`config.mk`:
```
export PLATFORM = sky130hd
export DESIGN_NAME = fp_result_writeback
export DESIGN_NICKNAME = d
export VERILOG_FILES = /design/src/rtl/wb_pkg.sv /design/src/rtl/wb_prio_pick.sv /design/src/rtl/wb_word_extract.sv /design/src/rtl/wb_commit_reg.sv /design/src/rtl/fp_result_writeback.sv
export SDC_FILE = /design/constraint.sdc
export NUM_CORES = 1
export LEC_CHECK = 0
export ABC_AREA = 0
export BUFFER_PORTS_ARGS = -buffer_cell sky130_fd_sc_hd__buf_2
export CAP_MARGIN = 40
export CORE_AREA = 2 2 205 207
export DETAILED_ROUTE_END_ITERATION = 12
export DIE_AREA = 0 0 207 209
export PLACE_DENSITY = 0.47
export RECOVER_POWER = 50
export SETUP_SLACK_MARGIN = 0.3
export SYNTH_ARGS = -nofsm -noshare
export SYNTH_HDL_FRONTEND = slang
export SYNTH_SLANG_ARGS = --single-unit
export TNS_END_PERCENT = 50
```
`constraint.sdc`:
```
create_clock -name clk -period 3.6 [get_ports clk]
set_clock_uncertainty 0.1 [all_clocks]
set_input_delay 0.18 -clock clk [delete_from_list [all_inputs] [get_ports clk]]
set_output_delay 0.18 -clock clk [all_outputs]
set_load 0.005 [all_outputs]
```
`src/rtl/wb_pkg.sv`:
```
package wb_pkg;

  typedef enum logic [1:0] {
    TAG_EMPTY   = 2'd0,
    TAG_PENDING = 2'd1,
    TAG_WAITING = 2'd2,
    TAG_FULL    = 2'd3
  } reg_tag_e;

  // A result may land only on a register that is expecting one.
  function automatic logic tag_accepts(input logic [1:0] t);
    return (t == TAG_PENDING) || (t == TAG_WAITING);
  endfunction

endpackage

```
`src/rtl/wb_prio_pick.sv`:
```
module wb_prio_pick #(
  parameter int N = 3,
  localparam int IDX_W = (N > 1) ? $clog2(N) : 1
) (
  input  logic [N-1:0]     req,
  output logic [N-1:0]     gnt,
  output logic             any,
  output logic [IDX_W-1:0] idx
);

  logic found;

  always_comb begin
    gnt   = '0;
    idx   = '0;
    found = 1'b0;
    for (int i = 0; i < N; i++) begin
      if (req[i] && !found) begin
        gnt[i] = 1'b1;
        idx    = IDX_W'(i);
        found  = 1'b1;
      end
    end
    any = found;
  end

endmodule

```
`src/rtl/wb_word_extract.sv`:
```
module wb_word_extract #(
  parameter int WORD_W     = 32,
  parameter int MAX_WORDS  = 4,
  parameter int ADDR_W     = 6,
  parameter bit BIG_ENDIAN = 1'b0,
  localparam int IDX_W  = (MAX_WORDS > 1) ? $clog2(MAX_WORDS) : 1,
  localparam int SIZE_W = $clog2(MAX_WORDS + 1),
  localparam int RES_W  = WORD_W * MAX_WORDS
) (
  input  logic [RES_W-1:0]  value,
  input  logic [ADDR_W-1:0] base,
  input  logic [IDX_W-1:0]  index,
  input  logic [SIZE_W-1:0] size,
  output logic [ADDR_W-1:0] dest,
  output logic [WORD_W-1:0] word
);

  function automatic logic [IDX_W-1:0] eff_index(input logic [IDX_W-1:0] i,
                                                 input logic [SIZE_W-1:0] sz);
    logic [SIZE_W-1:0] r;
    if (BIG_ENDIAN) begin
      r = sz - SIZE_W'(1) - SIZE_W'(i);
      return r[IDX_W-1:0];
    end
    return i;
  endfunction

  function automatic logic [WORD_W-1:0] word_at(input logic [RES_W-1:0] v,
                                                input logic [IDX_W-1:0] e);
    logic [RES_W-1:0] sh;
    sh = v >> (WORD_W * int'(e));
    return sh[WORD_W-1:0];
  endfunction

  function automatic logic [ADDR_W-1:0] dest_reg(input logic [ADDR_W-1:0] b,
                                                 input logic [IDX_W-1:0] i);
    return b + ADDR_W'(i);
  endfunction

  assign dest = dest_reg(base, index);
  assign word = word_at(value, eff_index(index, size));

endmodule

```
`src/rtl/wb_commit_reg.sv`:
```
module wb_commit_reg #(
  parameter int ADDR_W = 6,
  parameter int WORD_W = 32
) (
  input  logic              clk,
  input  logic              rst_n,
  input  logic              commit,
  input  logic [ADDR_W-1:0] addr,
  input  logic [WORD_W-1:0] word,
  output logic              wr_en,
  output logic [ADDR_W-1:0] wr_addr,
  output logic [WORD_W-1:0] wr_data
);

  always_ff @(posedge clk) begin
    if (!rst_n) begin
      wr_en   <= 1'b0;
      wr_addr <= '0;
      wr_data <= '0;
    end else begin
      wr_en <= commit;
      if (commit) begin
        wr_addr <= addr;
        wr_data <= word;
      end
    end
  end

endmodule

```
`src/rtl/fp_result_writeback.sv`:
```
module fp_result_writeback #(
  parameter int NUM_PIPES   = 3,
  parameter int NUM_SOURCES = 2,
  parameter int WORD_W      = 32,
  parameter int MAX_WORDS   = 4,
  parameter int ADDR_W      = 6,
  parameter bit BIG_ENDIAN  = 1'b0,
  localparam int SRC_W  = (NUM_SOURCES > 1) ? $clog2(NUM_SOURCES) : 1,
  localparam int IDX_W  = (MAX_WORDS > 1) ? $clog2(MAX_WORDS) : 1,
  localparam int SIZE_W = $clog2(MAX_WORDS + 1),
  localparam int RES_W  = WORD_W * MAX_WORDS,
  localparam int PIDX_W = (NUM_PIPES > 1) ? $clog2(NUM_PIPES) : 1
) (
  input  logic                          clk,
  input  logic                          rst_n,
  input  logic [NUM_PIPES-1:0]          pipe_valid,
  input  logic [NUM_PIPES*SRC_W-1:0]    pipe_src,
  input  logic [NUM_PIPES*ADDR_W-1:0]   pipe_base,
  input  logic [NUM_PIPES*IDX_W-1:0]    pipe_index,
  input  logic [NUM_PIPES*SIZE_W-1:0]   pipe_size,
  input  logic [NUM_PIPES*RES_W-1:0]    pipe_value,
  output logic [NUM_PIPES-1:0]          pipe_ready,
  output logic [NUM_SOURCES*ADDR_W-1:0] rf_rd_addr,
  input  logic [NUM_SOURCES*2-1:0]      rf_rd_tag,
  output logic [NUM_SOURCES-1:0]        rf_wr_req,
  input  logic [NUM_SOURCES-1:0]        rf_wr_gnt,
  output logic [NUM_SOURCES-1:0]        rf_wr_en,
  output logic [NUM_SOURCES*ADDR_W-1:0] rf_wr_addr,
  output logic [NUM_SOURCES*WORD_W-1:0] rf_wr_data,
  output logic [NUM_SOURCES*2-1:0]      rf_wr_tag
);
  import wb_pkg::*;

  // Named internal events
  logic [NUM_SOURCES-1:0] commit_ev;
  logic [NUM_PIPES-1:0]   grant_mat [NUM_SOURCES];

  for (genvar s = 0; s < NUM_SOURCES; s++) begin : g_src
    logic [NUM_PIPES-1:0] match;
    logic [NUM_PIPES-1:0] gsel;
    logic                 any;
    logic [PIDX_W-1:0]    win;
    logic [ADDR_W-1:0]    dest;
    logic [WORD_W-1:0]    word;

    always_comb begin
      for (int p = 0; p < NUM_PIPES; p++) begin
        match[p] = pipe_valid[p] && (pipe_src[p*SRC_W +: SRC_W] == SRC_W'(s));
      end
    end

    wb_prio_pick #(.N(NUM_PIPES)) u_pick (
      .req (match),
      .gnt (gsel),
      .any (any),
      .idx (win)
    );

    wb_word_extract #(
      .WORD_W(WORD_W), .MAX_WORDS(MAX_WORDS),
      .ADDR_W(ADDR_W), .BIG_ENDIAN(BIG_ENDIAN)
    ) u_extract (
      .value (pipe_value[int'(win)*RES_W +: RES_W]),
      .base  (pipe_base[int'(win)*ADDR_W +: ADDR_W]),
      .index (pipe_index[int'(win)*IDX_W +: IDX_W]),
      .size  (pipe_size[int'(win)*SIZE_W +: SIZE_W]),
      .dest  (dest),
      .word  (word)
    );

    assign rf_rd_addr[s*ADDR_W +: ADDR_W] = dest;
    assign rf_wr_req[s]  = any;
    assign commit_ev[s]  = any && rf_wr_gnt[s] && tag_accepts(rf_rd_tag[s*2 +: 2]);
    assign grant_mat[s]  = gsel & {NUM_PIPES{commit_ev[s]}};
    assign rf_wr_tag[s*2 +: 2] = TAG_FULL;

    wb_commit_reg #(.ADDR_W(ADDR_W), .WORD_W(WORD_W)) u_commit (
      .clk     (clk),
      .rst_n   (rst_n),
      .commit  (commit_ev[s]),
      .addr    (dest),
      .word    (word),
      .wr_en   (rf_wr_en[s]),
      .wr_addr (rf_wr_addr[s*ADDR_W +: ADDR_W]),
      .wr_data (rf_wr_data[s*WORD_W +: WORD_W])
    );
  end

  always_comb begin
    pipe_ready = '0;
    for (int s = 0; s < NUM_SOURCES; s++) begin
      pipe_ready = pipe_ready | grant_mat[s];
    end
  end

endmodule

```
==> insert_results.sql <==
INSERT INTO impl_metrics (metric_group, metric, value, unit) VALUES
('run_status', 'status', 'complete, no violations', ''),
('cells_and_area', 'multi_input_area', '7420', 'sq um'),
('routing', 'routedWlPerCell', '24.7', 'microns'),
('cells_and_area', 'mostFrequentLayoutCell', 'sky130_fd_sc_hd__buf_2', ''),
('cells_and_area', 'post_route_cells_drive_above_1_share', '33.7', '%'),
('routing', 'detailedRoute.firstIterationViolations', '950', ''),
('synth', 'synth.ff_latch_count', '78', ''),
('grt', 'grt_pass1_vias', '12500', ''),
('cells_and_area', 'instances_no_fill', '2215', ''),
('routing', 'vias_per_cell', '5.63', ''),
('cells_and_area', 'top_library_cells_by_usage_in_the_layout_fill_and_taps_aside', '457 x sky130_fd_sc_hd__buf_2, 230 x sky130_fd_sc_hd__mux2i_1, 91 x sky130_fd_sc_hd__nand2_1, 82 x sky130_fd_sc_hd__o21ai_0, 79 x sky130_fd_sc_hd__a31oi_1', ''),
('cts', 'cts.htree.levels', '3', ''),
('routing', 'via_count', '12500', ''),
('synth', 'syn-instance-count', '1256', ''),
('synth', 'synth_area_leader_cell', 'sky130_fd_sc_hd__mux2i_1', ''),
('cts', 'post-cts-setup-buffer-count', '0', ''),
('grt', 'gr-usage-all-layers', '24.1', '%'),
('cts', 'clockBufferDepth', '2', ''),
('power_and_ir_drop', 'ir_worst_vdd', '0.189', 'mV'),
('critical_path', 'path_cells', 'buf_2, nor2b_4, clkbuf_1, o21ai_4, a31oi_1, ha_1, a21o_1, a21boi_0, and3_1, xor2_1, buf_2', ''),
('routing', 'drt-pass1-iter-count', '6', ''),
('placed_design', 'routabilityCongestion', '0.918', ''),
('timing', 'fin_setup_tns', '0', 'ps'),
('floorplanning', 'full_die_area', '43300', 'sq um'),
('cells_and_area', 'layout-area-overhead-vs-synth', '33.4', '%'),
('synth', 'synth_sequential_area_ratio', '16.3', '%'),
('cells_and_area', 'fillerInstances', '4513', ''),
('critical_path', 'critical_path_peak_fanout', '17', ''),
('cts', 'postCtsHoldBufs', '0', ''),
('timing', 'timing_worst_slew_pin_value', '948', 'ps'),
('cts', 'clkTransAtPathRegs', '70', 'ps'),
('floorplanning', 'floorplan.die.width', '207', 'microns'),
('power_and_ir_drop', 'p_leak', '6.40', 'nW'),
('synth', 'ys.warnings.count', '0', ''),
('synth', 'synth_top_flop_cell', 'sky130_fd_sc_hd__dfxtp_1', ''),
('synth', 'yosys.cell_types.count', '52', ''),
('grt', 'grt_max_degree', '66', ''),
('cts', 'post_cts_resize_count', '0', ''),
('cells_and_area', 'nNetsFinal', '2102', ''),
('floorplanning', 'start_util', '23.3', '%'),
('synth', 'async_set_or_reset_flop_fraction_in_the_synthesized_netlist', '0', '%'),
('synth', 'synth.avg_cell_area', '7.65', 'sq um'),
('critical_path', 'timing.critical_path.arrival', '2960', 'ps'),
('synth', 'synth_largest_type_area_fraction', '24.0', '%'),
('floorplanning', 'floorplan.die.height', '209', 'microns'),
('routing', 'drt-total-wl', '54.7', 'mm'),
('critical_path', 'delay_of_the_slowest_critical_path_stage', '730', 'ps'),
('timing', 'timing_hold_violations_final', '0', ''),
('critical_path', 'crit_top_cell', 'sky130_fd_sc_hd__buf_2', ''),
('timing', 'finalCritPeriodShare', '89.9', '%'),
('cts', 'clock-root-buffer', 'sky130_fd_sc_hd__clkbuf_16', ''),
('critical_path', 'slowest_stage', 'sky130_fd_sc_hd__clkbuf_1', ''),
('job', 'timing.max_cap.violations', '0', ''),
('placed_design', 'numPlacedInstances', '2193', ''),
('critical_path', 'cp.required', '3320', 'ps'),
('grt', 'number_of_antenna_violations_at_the_first_check_in_global_routing', '10', ''),
('timing', 'achievable-frequency', '0.309', 'GHz'),
('timing', 'final-max-slew-violation-count', '0', ''),
('synth', 'synth.cell_area', '9600', 'sq um'),
('placed_design', 'dp_hpwl', '38.3', 'mm'),
('floorplanning', 'top_level_ports', '530', ''),
('synth', 'netlist_top_cells_area', 'sky130_fd_sc_hd__mux2i_1 24%, sky130_fd_sc_hd__dfxtp_1 16%, sky130_fd_sc_hd__a221o_1 6.7%', ''),
('routing', 'final_antenna_net_count', '0', ''),
('timing', 'final.min_clock_period', '3240', 'ps'),
('cts', 'numClockSinks', '78', ''),
('cells_and_area', 'seqCellArea', '1560', 'sq um'),
('timing', 'timing.slew.headroom', '36.8', '%'),
('power_and_ir_drop', 'power_density', '275', 'nW/um^2'),
('placed_design', 'port-buffer-count', '516', ''),
('timing', 'setup_viol', '0', ''),
('cts', 'cts_tree', 'done', '');
==> layer usage <==
metal / track usage (%) / up-vias / wire length (microns)
met4: 9.70 / 6 / 1560
met1: 29.7 / 5970 / 22200
met5: 0 / - / 34
met2: 41.2 / 714 / 26700
li1: - / 5699 / -
met3: 4.82 / 85 / 4200
==> cell families after synthesis <==
| logic type | synth area share (%) |
|---|---|
| other | 0.0390 |
| AO/OA/AOI/OAI | 24.4 |
| flip-flops | 16.3 |
| AND/OR/NAND/NOR | 21.7 |
| adder cells (fa/ha/maj) | 0.938 |
| buffers and inverters | 7.86 |
| multiplexers | 27.7 |
| XOR/XNOR | 1.09 |
==> critical path: cells and delay by family <==
family	cells	cell delay (ps)
buffers and inverters	3	1070
AOI/OAI and AO/OA	4	780
and+or+nand+nor	2	490
adders and majority gates	1	230
xor gates and xnor gates	1	180
==> state kept, by name (all words and copies together), names as in the netlist <==
| signal | cells |
|---|---|
| g_src.u_commit.wr_addr | 12 |
| g_src.u_commit.wr_data | 64 |
| g_src.u_commit.wr_en | 2 |
==> cells in the mapped netlist, types with 3 or more instances <==
| cell type | instances |
|---|---|
| sky130_fd_sc_hd__and2_1 | 4 |
| sky130_fd_sc_hd__o211ai_1 | 3 |
| sky130_fd_sc_hd__xor2_1 | 4 |
| sky130_fd_sc_hd__ha_1 | 4 |
| sky130_fd_sc_hd__mux2_2 | 32 |
| sky130_fd_sc_hd__o221ai_1 | 64 |
| sky130_fd_sc_hd__mux2i_1 | 230 |
| sky130_fd_sc_hd__buf_4 | 15 |
| sky130_fd_sc_hd__nor2_1 | 73 |
| sky130_fd_sc_hd__clkbuf_1 | 72 |
| sky130_fd_sc_hd__dfxtp_1 | 78 |
| sky130_fd_sc_hd__xnor2_1 | 8 |
| sky130_fd_sc_hd__and3_1 | 67 |
| sky130_fd_sc_hd__nand4_1 | 66 |
| sky130_fd_sc_hd__a21oi_1 | 8 |
| sky130_fd_sc_hd__o21ai_0 | 82 |
| sky130_fd_sc_hd__buf_1 | 17 |
| sky130_fd_sc_hd__nor2b_1 | 8 |
| sky130_fd_sc_hd__a31oi_1 | 79 |
| sky130_fd_sc_hd__nand2_1 | 95 |
| sky130_fd_sc_hd__nor3_1 | 6 |
| sky130_fd_sc_hd__buf_6 | 3 |
| sky130_fd_sc_hd__nand2b_1 | 4 |
| sky130_fd_sc_hd__a221o_1 | 64 |
| sky130_fd_sc_hd__nand3_1 | 79 |
| sky130_fd_sc_hd__nor4_1 | 4 |
| sky130_fd_sc_hd__inv_1 | 5 |
| sky130_fd_sc_hd__buf_2 | 51 |
==> stage by stage <==
step                      cell area, sq um  hold WS (ps)  power, mW  worst slack, ps  utilization [%]
after floorplan                       9620           224       1.84              956                -
after global placement               12600           341       2.51              633             30.4
after detailed placement             12600           343       2.52              640             30.5
after CTS                            12900          77.3       3.56              634             31.2
after global routing                 12800           115       3.71              218             31.0
final                                12800           108       3.52              365             31.0
==> where the power goes <==
group / leakage, nW / switching, mW / internal (mW)
clock: 0.146 / 0.440 / 0.576
combinational: 5.61 / 0.886 / 0.654
sequential: 0.635 / 0.0348 / 0.927
total: 6.40 / 1.36 / 2.16
==> worst paths after layout <==
path / start / to / slack (ps) / cells after the start
worst min register to register: g_src[0].u_commit.wr_data[27] / g_src[0].u_commit.wr_data[27] / 360 / 2
worst min-delay path: rst_n / g_src[1].u_commit.wr_addr[3] / 110 / 3
worst max register to register: g_src[0].u_commit.wr_addr[5] / g_src[0].u_commit.wr_addr[5] / 2780 / 2
worst max-delay path: pipe_valid[0] / rf_rd_addr[5] / 360 / 11
==> layout make-up <==
cell class,count,share of cell area [%]
Sequential cell,78,12.2
Tap cell,539,5.27
Clock inverter,3,0.332
Timing Repair Buffer,553,22.0
Antenna cell,6,0.117
Multi-Input combinational cell,1018,57.9
Clock buffer,13,2.03
Inverter,5,0.147
Power figures use the tool's default switching activity.
